--- config.mk ---
export PLATFORM = sky130hd
export DESIGN_NAME = rsq_top
export DESIGN_NICKNAME = d
export VERILOG_FILES = /design/src/rtl/rsq_pkg.sv /design/src/rtl/rsq_span.sv /design/src/rtl/rsq_walker.sv /design/src/rtl/rsq_top.sv
export SDC_FILE = /design/constraint.sdc
export NUM_CORES = 1
export LEC_CHECK = 0
export BUFFER_PORTS_ARGS = -buffer_cell sky130_fd_sc_hd__buf_2
export CORE_MARGIN = 2
export CORE_UTILIZATION = 60
export DETAILED_ROUTE_END_ITERATION = 8
export GPL_TIMING_DRIVEN = 0
export PLACE_DENSITY = 0.81
export SYNTH_ARGS = -nofsm -noshare
export SYNTH_HDL_FRONTEND = slang
export SYNTH_SLANG_ARGS = --single-unit
--- constraint.sdc ---
create_clock -name clk -period 4.2 [get_ports clk]
set_input_delay 0.21 -clock clk [delete_from_list [all_inputs] [get_ports clk]]
set_output_delay 0.21 -clock clk [all_outputs]
set_load 0.01 [all_outputs]
--- src/rtl/rsq_pkg.sv ---
package rsq_pkg;
  typedef enum logic [2:0] {
    RSQ_FETCH_RD = 3'd0,
    RSQ_FETCH_WR = 3'd1,
    RSQ_ZERO     = 3'd2,
    RSQ_WB       = 3'd3,
    RSQ_WB_INV   = 3'd4
  } rsq_op_e;
endpackage

--- src/rtl/rsq_span.sv ---
// Converts a byte range into first and last block indices.
module rsq_span #(
  parameter int ADDR_W = 32,
  parameter int LEN_W  = 16,
  parameter int OFS_W  = 7,
  localparam int IDX_W = ADDR_W - OFS_W
) (
  input  logic [ADDR_W-1:0] start_addr,
  input  logic [LEN_W-1:0]  len,
  output logic [IDX_W-1:0]  first_idx,
  output logic [IDX_W-1:0]  last_idx,
  output logic              empty
);
  logic [ADDR_W-1:0] end_addr;

  always_comb begin
    end_addr  = start_addr + ADDR_W'(len) - ADDR_W'(1);
    first_idx = IDX_W'(start_addr >> OFS_W);
    last_idx  = IDX_W'(end_addr >> OFS_W);
    empty     = (len == '0);
  end
endmodule

--- src/rtl/rsq_walker.sv ---
// Walk state machine: holds the current block and issues one block per handshake.
module rsq_walker
  import rsq_pkg::*;
#(
  parameter int IDX_W     = 25,
  parameter int HAS_CACHE = 1
) (
  input  logic             clk,
  input  logic             rst_n,
  input  logic             acc,
  input  logic             empty,
  input  logic [IDX_W-1:0] first_idx,
  input  logic [IDX_W-1:0] last_idx,
  input  rsq_op_e          op_in,
  input  logic             blk_ready,
  output logic             blk_valid,
  output logic [IDX_W-1:0] blk_idx,
  output rsq_op_e          blk_op,
  output logic             busy,
  output logic             done
);
  localparam bit PRESENT = (HAS_CACHE != 0);

  logic             busy_q, busy_d;
  logic             done_q, done_d;
  logic [IDX_W-1:0] cur_q, cur_d;
  logic [IDX_W-1:0] last_q, last_d;
  rsq_op_e          op_q, op_d;
  logic             fire, at_last, ld_en, adv_en;

  // Next-state logic
  always_comb begin
    fire    = busy_q & blk_ready;
    at_last = (cur_q == last_q);
    ld_en   = acc & ~empty & PRESENT;
    adv_en  = fire & ~at_last;
    busy_d  = busy_q;
    cur_d   = cur_q;
    last_d  = last_q;
    op_d    = op_q;
    done_d  = 1'b0;
    if (acc) begin
      if (ld_en) begin
        busy_d = 1'b1;
        cur_d  = first_idx;
        last_d = last_idx;
        op_d   = op_in;
      end else begin
        done_d = 1'b1;
      end
    end else if (fire) begin
      if (at_last) begin
        busy_d = 1'b0;
        done_d = 1'b1;
      end else begin
        cur_d = cur_q + IDX_W'(1);
      end
    end
  end

  // Control registers
  always_ff @(posedge clk or negedge rst_n) begin
    if (!rst_n) begin
      busy_q <= 1'b0;
      done_q <= 1'b0;
    end else begin
      busy_q <= busy_d;
      done_q <= done_d;
    end
  end

  // Datapath registers with explicit enables
  always_ff @(posedge clk or negedge rst_n) begin
    if (!rst_n) begin
      cur_q  <= '0;
      last_q <= '0;
      op_q   <= RSQ_FETCH_RD;
    end else begin
      if (ld_en | adv_en) cur_q <= cur_d;
      if (ld_en) begin
        last_q <= last_d;
        op_q   <= op_d;
      end
    end
  end

  assign blk_valid = busy_q;
  assign blk_idx   = cur_q;
  assign blk_op    = op_q;
  assign busy      = busy_q;
  assign done      = done_q;

  // a stalled offer keeps its address and opcode
  a_r5_stall_hold: assert property (@(posedge clk) disable iff (!rst_n)
    (blk_valid && !blk_ready) |=> (blk_valid && $stable(blk_idx) && $stable(blk_op)));

  // after an accepted block, any following offer is the next block
  a_r2_step_one: assert property (@(posedge clk) disable iff (!rst_n)
    (blk_valid && blk_ready) |=> (!blk_valid || blk_idx == IDX_W'($past(blk_idx) + 1'b1)));

  // nothing is accepted while a walk is running
  a_r6_no_accept_busy: assert property (@(posedge clk) disable iff (!rst_n)
    busy_q |-> !acc);

  // the walk ends together with the done pulse
  a_r7_done_on_fall: assert property (@(posedge clk) disable iff (!rst_n)
    $fell(busy_q) |-> done_q);

  generate
    if (!PRESENT) begin : gen_nop_chk
      // without a cache the sequencer never walks
      a_r8_never_busy: assert property (@(posedge clk) disable iff (!rst_n)
        !busy_q && !blk_valid);
    end
  endgenerate
endmodule

--- src/rtl/rsq_top.sv ---
module rsq_top
  import rsq_pkg::*;
#(
  parameter int ADDR_W      = 32,
  parameter int LEN_W       = 16,
  parameter int BLOCK_BYTES = 128,
  parameter int HAS_CACHE   = 1
) (
  input  logic              clk,
  input  logic              rst_n,
  input  logic              cmd_valid,
  output logic              cmd_ready,
  input  logic [ADDR_W-1:0] cmd_addr,
  input  logic [LEN_W-1:0]  cmd_len,
  input  logic [2:0]        cmd_op,
  output logic              blk_valid,
  input  logic              blk_ready,
  output logic [ADDR_W-1:0] blk_addr,
  output logic [2:0]        blk_op,
  output logic              busy,
  output logic              done
);
  localparam int OFS_W = $clog2(BLOCK_BYTES);
  localparam int IDX_W = ADDR_W - OFS_W;

  logic             acc, empty;
  logic [IDX_W-1:0] first_idx, last_idx, blk_idx;
  rsq_op_e          op_out;

  assign cmd_ready = ~busy;
  assign acc       = cmd_valid & cmd_ready;

  rsq_span #(.ADDR_W(ADDR_W), .LEN_W(LEN_W), .OFS_W(OFS_W)) u_span (
    .start_addr (cmd_addr),
    .len        (cmd_len),
    .first_idx  (first_idx),
    .last_idx   (last_idx),
    .empty      (empty)
  );

  rsq_walker #(.IDX_W(IDX_W), .HAS_CACHE(HAS_CACHE)) u_walk (
    .clk       (clk),
    .rst_n     (rst_n),
    .acc       (acc),
    .empty     (empty),
    .first_idx (first_idx),
    .last_idx  (last_idx),
    .op_in     (rsq_op_e'(cmd_op)),
    .blk_ready (blk_ready),
    .blk_valid (blk_valid),
    .blk_idx   (blk_idx),
    .blk_op    (op_out),
    .busy      (busy),
    .done      (done)
  );

  assign blk_addr = {blk_idx, {OFS_W{1'b0}}};
  assign blk_op   = op_out;
endmodule

==> impl_summary.txt <==
----------------------------------------------------
[Yosys]
  Top-area cell type share of the netlist area ... between 20% and 30%
  Post-synthesis compound-gate area fraction ... approximately a quarter
  Mux share of post-synthesis cell area ... less than 1%
  Largest family of logic cells by synthesized area ... compound AO/OA/AOI/OAI gates
  Share of synthesized area occupied by flip-flops and latches ... about a quarter
  Post-synthesis instance area ... roughly 0.0052 mm²
  Post-synth ARST share ... 100%
  Largest area contributor in the synthesized netlist ... dfrtp_1
  Most frequent cell after synthesis ... inv_1
  Most numerous cell types in the synthesized netlist ... 87 x inv_1, 67 x nand2_1, 64 x a21oi_1
  Count of synthesis-stage warnings from yosys ... 0
  Top cells by area, synth ... dfrtp_1 27%, ha_1 11%, inv_1 6.3%, a21oi_1 6.2%, nand2_1 4.9%
  Xor/xnor share of the synthesized area ... around 7.5%
  Area share of and/or/nand/nor cells after synthesis ... about a fifth
  Mean cell area of the mapped netlist ... ~7.6 µm²
  Cell variety after synth ... 64
  Gate Count Post-Synth ... between 600 and 700
  FF+latch count, synth ... between 50 and 60
  Adder and majority cell fraction of the synthesized area ... between 10% and 20%
  Number of synthesized flops with an enable pin ... 0
  Most instantiated flip-flop cell in the synthesis netlist ... dfrtp_1

[Clocking]
  Total clock buffers created by CTS ... 5
  Clock latency at the later pin of the worst-skew pair ... 330 ps
  Clk slew on worst S/H paths ... about 120 ps
  CTS tree ... built
  CTS H-tree depth ... 2
  Clock Sinks ... between 50 and 60
  CTS Hold Bufs ... 0
  Count of cells resized by post-cts repair ... 0
  Cell at the root of the clock tree ... clkbuf_8
  Post-CTS setup buffer count ... 0
  Clock buffer depth ... 2

[Timing]
  Final setup violation count ... 0
  Max Clk Rate ... between 0.3 and 0.4 GHz
  Headroom to the max-slew limit ... between 50% and 60%
  Unrepaired setup endpoints after global routing ... false
  Sum of negative setup slack ... 0 ps
  Worst hold slack ... -67.9 ps
  Hold Fails Final Rpt ... 55
  Actual slew at the worst max-slew pin ... 727 ps
  Pins over their slew limit ... 0
  Minimum setup slack in the final design ... 1580 ps
  Minimum clock period after layout ... roughly 2600 ps
  Final period util ... between 60 and 70%
  Worst Clk Skew ... around 28 ps

[GRT]
  Wire length of the first global-routing pass ... about 25 mm
  Number of global-route vias before repair ... between 5000 and 6000
  Number of antenna violations at the first check in global routing ... 0
  Leftover overflow at the end of global routing ... 0
  Largest net degree at the start of global routing ... 56
  Global Route Usage Sum ... 32.3%

[Finish]
  Multi-input gate area ... around 0.0033 mm²
  Ant. Diodes ... 0
  Final net count ... 878
  Share of layout cells above drive strength 1 ... between 15 and 20%
  Fill cell total of the finished layout ... 750
  Area growth from synthesis to layout ... 13.0%
  Sequential standard cell area ... roughly 0.0014 mm²
  Design area ... 0.00584 mm²

[Floorplanning]
  Effective utilization at floorplan ... 62.2%
  Die ar. ... 0.00937 mm²
  Core area ... approximately 0.0083 mm²
  Horizontal extent of the die ... roughly 97 µm
  Top Ports ... 94
  Site Rows ... 33
  Die Ht ... approximately 97 µm

[Detailed routing]
  Vias per inst ... 5.96
  Amount of wire on met3 after detailed routing ... roughly 860 µm
  DR pass1 iterations ... 5
  Met2 WL post-DR ... approximately 6.7 mm
  Routed length on met1 ... 6.82 mm
  Number of nets still failing antenna checks after routing ... 0
  Detail-routed net length per standard cell ... around 17 µm
  Total length of routed wires ... approximately 15 mm
  DRC marker count from the first detailed-route iteration ... 336
  Highest metal used ... met4
  Total vias in the final route ... ~5300
  Remaining routing DRC violations ... 0

[Hold path]
  Class of the most critical hold timing path ... input pin to asynchronous set/reset pin

[Worst setup path]
  Critical Setup Path Class ... input pin to flip-flop
  Largest stage delay on the critical path ... ~660 ps
  Total buffers and inverters traversed by the critical path ... 3
  Data arrival, critical path ... 2890 ps
  Data required, critical path ... 4460 ps
  Crit-path cells ... buf_2 -> inv_1 -> ha_1 -> inv_1 -> ha_1 -> a21oi_1 -> o21ai_0 -> o31ai_1 -> nand3_1 -> a2111o_1 -> nand3_1
  Cell family with most CP delay ... compound AO/OA/AOI/OAI gates
  CP Max Fanout ... 5
  Slowest library cell on the worst path ... o31ai_1
  Kind of capture point of the worst setup path ... flip-flop
  Element type at the critical path start ... input pin

[Placed design]
  Post-placement worst setup slack ... between 1000 and 1500 ps
  Final weighted congestion of routability-driven global placement ... 0.919
  Placement-stage cell area ... 0.00575 mm²
  Post-detail-place hpwl ... approximately 12 mm
  Port buffer count ... 86

[Flow run]
  Max-cap violation count ... 0

[Power and ir drop]
  Overall power consumption ... about 0.0025 W
  Worst ir drop on vdd ... 167 µV
  Pwr Density ... 427 mW/mm²
  LEAKAGE ... 2.83 nW

[Run status]
  Run status ... finished with violations
  Violated checks ... hold timing

----------------------------------------------------
-- sequential cells by signal, summed over array words and instances, names as in the netlist --
register and cells:
u_walk.last_q 25, u_walk.blk_valid 1, u_walk.blk_op 3, u_walk.done 1, u_walk.blk_idx 25
-- cell families (layout without fill, tap and decap cells) --
logic type               count (synthesis)  after routing
XOR/XNOR                                44             44
multiplexers                             3              3
buffers and inverters                  127            221
AND/OR/NAND/NOR                        204            204
adder cells (fa/ha/maj)                 45             45
flip-flops                              55             55
AO/OA/AOI/OAI                          200            200
other                                    1              7
-- metrics by stage --
stage                     utilization, %  hold slack, ps  std cells
final                               70.3           -67.9        884
after detailed placement            69.3             409        876
after global placement              69.3             400        876
after floorplan                        -           -85.6        685
after CTS                           70.3            74.1        884
after global routing                70.3            1.84        884
-- layer usage --
layer	up-vias	global-route usage, %
li1	2570	-
met1	2466	46.5
met2	204	50.9
met3	25	2.96
met4	0	11.5
met5	-	0
-- area by class of cell --
cell class	count	area share, %
buffer	40	3.56
timing repair buffer	86	7.42
sequential	55	23.6
tap	105	2.25
multi-input combinational	503	56.1
inverter	87	5.59
clock inverter	2	0.214
clock buffer	6	1.24
-- where the power goes --
part	switching [W]	internal [W]	total, W
clock	0.000191	0.000118	0.000309
combinational	0.000656	0.000513	0.00117
sequential	0.000269	0.000744	0.00101
total	0.00112	0.00137	0.00249
-- path summary, 6_finish.rpt --
kind / cells after the start / to / start / slack [ps]
max: 11 / u_walk.last_q[24] / cmd_addr[9] / 1580
max in group asynchronous: 1 / u_walk.last_q[9] / rst_n / 3780
min in group clk: 3 / u_walk.blk_op[0] / cmd_op[0] / 80
min reg2reg: 2 / u_walk.blk_op[2] / u_walk.blk_op[2] / 490
max reg2reg: 5 / u_walk.last_q[7] / u_walk.blk_valid / 1940
min: 1 / u_walk.blk_idx[3] / rst_n / -70
-- layout by cell type (no fill, tap or decap), types with 4 or more instances in the layout --
master / synthesis / final
buf_2: 6 / 91
inv_1: 87 / 87
nand2_1: 67 / 67
a21oi_1: 64 / 64
dfrtp_1: 55 / 55
o21ai_0: 50 / 50
nor2_1: 48 / 48
ha_1: 45 / 45
clkbuf_1: 22 / 23
xnor2_1: 22 / 22
xor2_1: 22 / 22
nand4_1: 18 / 18
nand3_1: 18 / 18
o22a_1: 13 / 13
nor3_1: 12 / 12
nor4_1: 11 / 11
buf_4: 9 / 10
and3_1: 9 / 9
a31oi_1: 9 / 9
a21o_1: 8 / 8
conb_1: 1 / 7
o21bai_1: 6 / 6
o21a_1: 6 / 6
clkbuf_8: 0 / 5
nand2b_1: 4 / 4
o211ai_1: 4 / 4
a211oi_1: 4 / 4
Power figures use the tool's default switching activity.
